**src/rtl/rxFifoPkg.sv**
```systemverilog
package rxFifoPkg;

  localparam int STAT_W = 4;
  localparam int ST_FCS  = 0;
  localparam int ST_MAC  = 1;
  localparam int ST_CSUM = 2;
  localparam int ST_OVF  = 3;

  typedef enum logic [1:0] {
    WR_IDLE,
    WR_FILL,
    WR_SKIP
  } wrState_t;

  // Strobes from the write control to the storage datapath
  typedef struct packed {
    logic              push;
    logic              last;
    logic [STAT_W-1:0] stat;
    logic              saveStart;
    logic              rewind;
    logic              commit;
    logic              openCut;
  } fifoCmd_t;

endpackage

```
**src/rtl/rxFifoCtrl.sv**
```systemverilog
module rxFifoCtrl
  import rxFifoPkg::*;
#(
  parameter int DEPTH = 64,
  parameter int THR_W = 8,
  localparam int PW = $clog2(DEPTH) + 1
) (
  input  logic                clk,
  input  logic                rstN,
  input  logic                cfgStoreFwd,
  input  logic                cfgFwdErr,
  input  logic                cfgKeepCsum,
  input  logic [THR_W-1:0]    cfgThreshold,
  input  logic                wrValid,
  input  logic                wrSof,
  input  logic                wrEof,
  input  logic [STAT_W-2:0]   wrErr,
  input  logic [PW-1:0]       used,
  output fifoCmd_t            cmd
);

  wrState_t         state, nextState;
  logic             frmSf, frmFwd, frmKeep;
  logic [THR_W-1:0] frmThr, frmCnt, nextCnt;

  logic             startBeat, contBeat, skipEnd;
  logic             sfNow, fwdNow, keepNow;
  logic [THR_W-1:0] thrNow, cntNow, cntNext;
  logic             isFull, nearFull, badStat;

  assign startBeat = wrValid && wrSof;
  assign contBeat  = wrValid && !wrSof && (state == WR_FILL);
  assign skipEnd   = wrValid && !wrSof && wrEof && (state == WR_SKIP);

  // Mode is taken live on the start beat, from the latched copy afterwards
  assign sfNow   = startBeat ? cfgStoreFwd  : frmSf;
  assign fwdNow  = startBeat ? cfgFwdErr    : frmFwd;
  assign keepNow = startBeat ? cfgKeepCsum  : frmKeep;
  assign thrNow  = startBeat ? cfgThreshold : frmThr;
  assign cntNow  = startBeat ? '0 : frmCnt;
  assign cntNext = (cntNow == '1) ? cntNow : cntNow + 1'b1;

  assign isFull   = (used == PW'(DEPTH));
  assign nearFull = (used == PW'(DEPTH - 1));
  assign badStat  = wrErr[ST_FCS] || wrErr[ST_MAC] || (wrErr[ST_CSUM] && !keepNow);

  always_comb begin
    cmd       = '0;
    nextState = state;
    nextCnt   = frmCnt;
    if (startBeat || contBeat) begin
      cmd.saveStart = startBeat;
      if (startBeat && isFull) begin
        nextState = wrEof ? WR_IDLE : WR_SKIP;
      end else if (nearFull && !wrEof) begin
        nextState = WR_SKIP;
        if (sfNow && !fwdNow) begin
          cmd.rewind = !startBeat;
        end else begin
          cmd.push         = 1'b1;
          cmd.last         = 1'b1;
          cmd.stat[ST_OVF] = 1'b1;
          cmd.commit       = 1'b1;
        end
      end else if (wrEof) begin
        nextState = WR_IDLE;
        if (sfNow && !fwdNow && badStat) begin
          cmd.rewind = !startBeat;
        end else begin
          cmd.push   = 1'b1;
          cmd.last   = 1'b1;
          cmd.stat   = {1'b0, wrErr};
          cmd.commit = 1'b1;
        end
      end else begin
        nextState   = WR_FILL;
        cmd.push    = 1'b1;
        nextCnt     = cntNext;
        cmd.openCut = !sfNow && (cntNext >= thrNow);
      end
    end else if (skipEnd) begin
      nextState = WR_IDLE;
    end
  end

  always_ff @(posedge clk) begin
    if (!rstN) begin
      state   <= WR_IDLE;
      frmSf   <= 1'b0;
      frmFwd  <= 1'b0;
      frmKeep <= 1'b0;
      frmThr  <= '0;
      frmCnt  <= '0;
    end else begin
      state  <= nextState;
      frmCnt <= nextCnt;
      if (startBeat) begin
        frmSf   <= cfgStoreFwd;
        frmFwd  <= cfgFwdErr;
        frmKeep <= cfgKeepCsum;
        frmThr  <= cfgThreshold;
      end
    end
  end


  mode_hold_chk: assert property (@(posedge clk) disable iff (!rstN)
    (state == WR_FILL && !startBeat) |=> ($stable(frmSf) && $stable(frmFwd) && $stable(frmThr)));


  skip_quiet_chk: assert property (@(posedge clk) disable iff (!rstN)
    (state == WR_SKIP && !startBeat) |-> !cmd.push);

endmodule

```
**src/rtl/rxFifoData.sv**
```systemverilog
module rxFifoData
  import rxFifoPkg::*;
#(
  parameter int DATA_W = 8,
  parameter int DEPTH  = 64,
  localparam int AW     = $clog2(DEPTH),
  localparam int PW     = AW + 1,
  localparam int WORD_W = DATA_W + 1 + STAT_W
) (
  input  logic              clk,
  input  logic              rstN,
  input  fifoCmd_t          cmd,
  input  logic [DATA_W-1:0] wrData,
  input  logic              rdReady,
  output logic              rdValid,
  output logic [DATA_W-1:0] rdData,
  output logic              rdLast,
  output logic [STAT_W-1:0] rdStatus,
  output logic [PW-1:0]     used
);

  localparam logic [PW-1:0] ONE = PW'(1);

  logic [WORD_W-1:0] mem [DEPTH];
  logic [PW-1:0]     wrPtr, rdPtr, startPtr, commitPtr, availPtr;
  logic              ctOpen;
  logic [WORD_W-1:0] headWord;

  always_ff @(posedge clk) begin
    if (cmd.push && !cmd.rewind) begin
      mem[wrPtr[AW-1:0]] <= {cmd.last, cmd.stat, wrData};
    end
  end

  always_ff @(posedge clk) begin
    if (!rstN) begin
      wrPtr     <= '0;
      rdPtr     <= '0;
      startPtr  <= '0;
      commitPtr <= '0;
      ctOpen    <= 1'b0;
    end else begin
      if (cmd.rewind) begin
        wrPtr <= startPtr;
      end else if (cmd.push) begin
        wrPtr <= wrPtr + ONE;
      end
      if (cmd.saveStart) begin
        startPtr <= wrPtr;
      end
      if (cmd.commit) begin
        commitPtr <= wrPtr + ONE;
        ctOpen    <= 1'b0;
      end else if (cmd.openCut) begin
        ctOpen <= 1'b1;
      end
      if (rdValid && rdReady) begin
        rdPtr <= rdPtr + ONE;
      end
    end
  end

  assign availPtr = ctOpen ? wrPtr : commitPtr;
  assign rdValid  = (rdPtr != availPtr);
  assign headWord = mem[rdPtr[AW-1:0]];
  assign rdData   = headWord[DATA_W-1:0];
  assign rdLast   = rdValid && headWord[WORD_W-1];
  assign rdStatus = rdLast ? headWord[DATA_W +: STAT_W] : '0;
  assign used     = wrPtr - rdPtr;


  no_overflow_chk: assert property (@(posedge clk) disable iff (!rstN)
    cmd.push |-> (used != PW'(DEPTH)));


  head_hold_chk: assert property (@(posedge clk) disable iff (!rstN)
    (rdValid && !rdReady) |=> (rdValid && $stable(rdData) && $stable(rdLast)));


  no_cut_rewind_chk: assert property (@(posedge clk) disable iff (!rstN)
    cmd.rewind |-> !ctOpen);


  commit_last_chk: assert property (@(posedge clk) disable iff (!rstN)
    cmd.commit |-> (cmd.push && cmd.last));

endmodule

```
**src/rtl/rxFrameFifo.sv**
```systemverilog
module rxFrameFifo
  import rxFifoPkg::*;
#(
  parameter int DATA_W = 8,
  parameter int DEPTH  = 64,
  parameter int THR_W  = 8,
  localparam int PW = $clog2(DEPTH) + 1
) (
  input  logic              clk,
  input  logic              rstN,
  input  logic              cfgStoreFwd,
  input  logic              cfgFwdErr,
  input  logic              cfgKeepCsum,
  input  logic [THR_W-1:0]  cfgThreshold,
  input  logic              wrValid,
  input  logic              wrSof,
  input  logic              wrEof,
  input  logic [DATA_W-1:0] wrData,
  input  logic [2:0]        wrErr,
  input  logic              rdReady,
  output logic              rdValid,
  output logic [DATA_W-1:0] rdData,
  output logic              rdLast,
  output logic [3:0]        rdStatus
);

  fifoCmd_t      cmd;
  logic [PW-1:0] used;

  rxFifoCtrl #(.DEPTH(DEPTH), .THR_W(THR_W)) i_ctrl (
    .clk(clk), .rstN(rstN),
    .cfgStoreFwd(cfgStoreFwd), .cfgFwdErr(cfgFwdErr),
    .cfgKeepCsum(cfgKeepCsum), .cfgThreshold(cfgThreshold),
    .wrValid(wrValid), .wrSof(wrSof), .wrEof(wrEof), .wrErr(wrErr),
    .used(used), .cmd(cmd)
  );

  rxFifoData #(.DATA_W(DATA_W), .DEPTH(DEPTH)) i_data (
    .clk(clk), .rstN(rstN), .cmd(cmd), .wrData(wrData),
    .rdReady(rdReady), .rdValid(rdValid), .rdData(rdData),
    .rdLast(rdLast), .rdStatus(rdStatus), .used(used)
  );

endmodule

```
**config.mk**
```make
export PLATFORM = sky130hd
export DESIGN_NAME = rxFrameFifo
export DESIGN_NICKNAME = d
export VERILOG_FILES = /design/src/rtl/rxFifoPkg.sv /design/src/rtl/rxFifoCtrl.sv /design/src/rtl/rxFifoData.sv /design/src/rtl/rxFrameFifo.sv
export SDC_FILE = /design/constraint.sdc
export NUM_CORES = 1
export LEC_CHECK = 0
export BUFFER_PORTS_ARGS = -buffer_cell sky130_fd_sc_hd__buf_2
export CORE_MARGIN = 3
export CORE_UTILIZATION = 30
export CTS_CLUSTER_DIAMETER = 200
export CTS_CLUSTER_SIZE = 20
export DETAILED_ROUTE_END_ITERATION = 7
export SLEW_MARGIN = 10
export SYNTH_ARGS = -nofsm -noshare
export SYNTH_HDL_FRONTEND = slang
export SYNTH_HIERARCHICAL = 1
export SYNTH_SLANG_ARGS = --single-unit
```
**constraint.sdc**
```tcl
create_clock -name clk -period 8.3 [get_ports clk]
set_input_delay 2.075 -clock clk [delete_from_list [all_inputs] [get_ports clk]]
set_output_delay 2.075 -clock clk [all_outputs]
set_load 0.02 [all_outputs]
```
==> impl_metrics.py <==
metrics = {
    "timing": {
        "setup_viol": 0,
        "whs_ns": 0.474,
        "drv_slew": 0,
        "tightest_slew_ns": 1.25,
        "rsz0062_at_grt": "no",
        "tns_ns": 0,
        "min_period_over_period_pct": 74.8,
        "fmax_mhz": 161,
        "relSlewSlack_pct": 16.1,
        "finalHoldViolCount": 0,
        "layout_min_cycle_time_ns": 6.21,
        "finalClockSkew_ns": 0.0195,
    },
    "clock_tree": {
        "cts_tree": "built",
        "ctsResizeCount": 0,
        "ctsHoldBuffers": 0,
        "cts_root_buf": "clkbuf_16",
        "clock_latency_ns": 0.63,
        "clock-sinks": 888,
        "clk_path_buf_depth": 3,
        "cts.clk_slew.worst_paths_ns": 0.09,
        "cts_buffers": 50,
        "post_cts_buffers": 0,
        "h-tree-depth": 2,
    },
    "outcome": {
        "status": "finished clean",
    },
    "synthesis": {
        "synth-main-ff-cell": "edfxtp_1",
        "synth_area_um2": 35600,
        "synth_area_leaders": "edfxtp_1 (70%), mux4_2 (8.6%), mux2i_1 (5.8%)",
        "yosysWarnings": 6,
        "synth_area_per_cell_um2": 18.7,
        "yosysTopAreaCell": "edfxtp_1",
        "yosys.area.top_type_share_pct": 70.2,
        "synth_cells": 1908,
        "async_flop_share_pct": 0,
        "synth_cell_types": 67,
        "syn_nets": 1953,
        "synth_seq_area_share_pct": 73.3,
        "ys_ff_latch": 888,
        "synth_edf_count": 832,
    },
    "die": {
        "die_x_um": 350,
        "rows": 125,
        "ios": 42,
        "start_util_pct": 30.4,
        "dieArea_um2": 123000,
        "die_h_um": 350,
        "core_um2": 117000,
    },
    "grt": {
        "grt_max_degree": 84,
        "grt_use_total_pct": 14.0,
        "grt_overflow": 0,
        "grt_pass1_vias": 17900,
        "grt_use_met1_pct": 20.0,
        "globalRouteMet3Util_pct": 2.47,
        "grt_busiest_layer": "met2",
        "antenna_found_initial": 1,
        "met2_usage_pct": 22.0,
        "grt_pass1_wl_um": 126000,
    },
    "worst_setup_path": {
        "cp.required_ns": 6.23,
        "critPathBufInv": 2,
        "max_stage_delay_ns": 0.81,
        "startpoint_type": "flop",
        "crit_fanout": 51,
        "worstSetupEndpointType": "primary output",
        "arrival_ns": 4.13,
        "cp_slowest_cell": "dfxtp_4",
        "criticalPathCategory": "flop to primary output",
        "crit_family": "buffers and inverters",
        "cp_cell_sequence": "buf_4, mux4_2, nor2b_1, a211oi_1, o21ai_0, nand3_1, nand2_1, buf_2",
    },
    "power": {
        "cellLeakagePower_uw": 0.0116,
        "power_density_nw_per_um2": 223,
        "ir_drop_mv": 0.200,
    },
    "drt": {
        "vias": 17900,
        "drt_first_pass_iters": 7,
        "postRouteAntennaNets": 0,
        "routed_wl_um": 86900,
        "avgRoutedWirePerCell_um": 25.1,
        "drc_errors": 0,
        "vias_per_cell": 5.17,
        "first_iter_violations": 2039,
    },
    "finish": {
        "nets": 1977,
        "syn_to_final_growth_pct": 9.07,
        "final_core_utilization_pct": 33.2,
        "post_route_cells_drive_above_1_share_pct": 16.3,
        "final_cells": 3467,
        "num_antenna_cells": 0,
    },
    "hold_path": {
        "min_path_type": "flop to flop",
    },
    "flow_run": {
        "max-cap-violations": 0,
    },
    "placed_design": {
        "io_buffers": 41,
        "dp_hpwl_um": 52700,
        "routabilityCongestion": 0.866,
        "dp_cells": 3404,
    },
}
## per-layer routing
metal	part of all wire, %	vias to the layer above
li1	-	7675
met3	8.3	98
met5	0	-
met4	2.4	0
met1	43	9339
met2	46	808
## kinds of logic (layout without fill, tap and decap cells)
family          after synthesis  after routing  share of synthesized area, %
mux                         362            362                          15.4
simple gates                301            301                          4.21
flops                       888            888                          73.3
compound gates              187            187                          3.81
fa+ha+maj                    17             17                         0.619
buf+inv                     123            158                          1.91
xor+xnor                     30             30                         0.738
## synthesized netlist by cell type, types with 3 or more instances
cell and count:
edfxtp_1 832, mux2_2 10, o21ai_0 24, nand2_1 53, nand3_1 53, mux2i_1 207
inv_1 15, dfxtp_1 56, buf_2 16, mux4_2 136, ha_1 16, or3_1 3
nor2_1 95, a21oi_1 17, a31o_1 3, or3b_2 3, nor3_1 4, buf_6 17
xor2_1 11, buf_4 16, a211oi_1 5, nand4_1 20, clkbuf_1 49, o211ai_1 6
nand2b_1 3, nor3b_1 4, o22ai_1 7, a21o_1 6, o21ai_1 4, and2_1 18
a22o_1 3, and3_1 6, buf_1 7, xnor2_1 19, o211a_1 5, a22oi_1 91
mux4_1 8, nor2b_1 25
## worst paths after layout
| check | end | startpoint | depth (start not counted) | slack [ns] |
|---|---|---|---|---|
| setup / recovery | rdData[5] | flop | 8 | 2.09 |
| hold / removal | i_ctrl/frmFwd | i_ctrl/frmFwd | 2 | 0.47 |
| setup reg to reg | i_data/mem[11][7] | i_data/wrPtr[0] | 16 | 2.23 |
| hold reg to reg | i_ctrl/frmFwd | i_ctrl/frmFwd | 2 | 0.47 |
## cell type report
cell class / instances / area, um2
clock inverter: 4 / 50.0
fill: 11000 / 78200
tap: 1524 / 1910
multi-input combinational: 897 / 8880
timing repair buffer: 78 / 526
clock buffer: 59 / 1280
inverter: 17 / 63.8
sequential: 888 / 26100
## cells in the final DEF, fill, tap and decap left out, types with 4 or more instances in the layout
master and count:
o211a_1 5, dfxtp_1 53, o21ai_1 4, o211ai_1 6, buf_4 36, and3_1 4, a22oi_1 91, and2_1 17
o21ai_0 24, buf_2 39, inv_1 15, mux2_2 10, nand4_1 20, edfxtp_1 832, mux4_1 8, clkbuf_16 50
nor2_2 8, xor2_1 11, a21o_1 6, nor3_1 4, a21oi_1 17, nand2_1 53, o22ai_1 7, nor2b_1 22
ha_1 16, xnor2_1 19, nand3_1 53, clkbuf_1 9, mux4_2 136, a211oi_1 5, mux2i_1 207, nor2_1 86
## report_power, final
part / total (uW) / switching, uW / internal (uW)
logic: 1270 / 726 / 545
registers: 4940 / 43.3 / 4890
clock network: 2440 / 1340 / 1100
## metrics by stage
step | total power, uW | worst slack (ns) | area [um2]
floorplan | 5960 | 2.24 | 35600
CTS | 8740 | 2.03 | 38800
global route | 8970 | 1.92 | 38800
detailed placement | 6320 | 1.83 | 37500
finish | 8650 | 2.09 | 38800
global placement | 6300 | 1.96 | 37500
## worst reg2reg max path, cell delays in order (launching register included)
cell and delay, ns:
dfxtp_1 0.44, inv_1 0.16, ha_1 0.16, inv_1 0.06
fa_1 0.40, a21o_1 0.17, a21oi_1 0.22, o21bai_1 0.10
a21oi_1 0.19, xnor2_1 0.15, and4b_1 0.24, a41oi_2 0.32
nor3_2 0.07, nor2_1 0.56, nor3b_1 0.47, nand3_1 0.74
nor2_1 1.24
## flip-flops by register name, summed over array words and instances, names as in the netlist, named ones only
signal and flops:
i_data/commitPtr 7, i_ctrl/frmFwd 1, i_ctrl/state 2, i_data/wrPtr 7
i_ctrl/frmKeep 1, i_ctrl/frmThr 8, i_ctrl/frmSf 1, i_data/mem 832
i_data/ctOpen 1, i_data/startPtr 7, i_ctrl/frmCnt 8, i_data/rdPtr 7
Note: power is estimated with default switching activity, not from simulation.
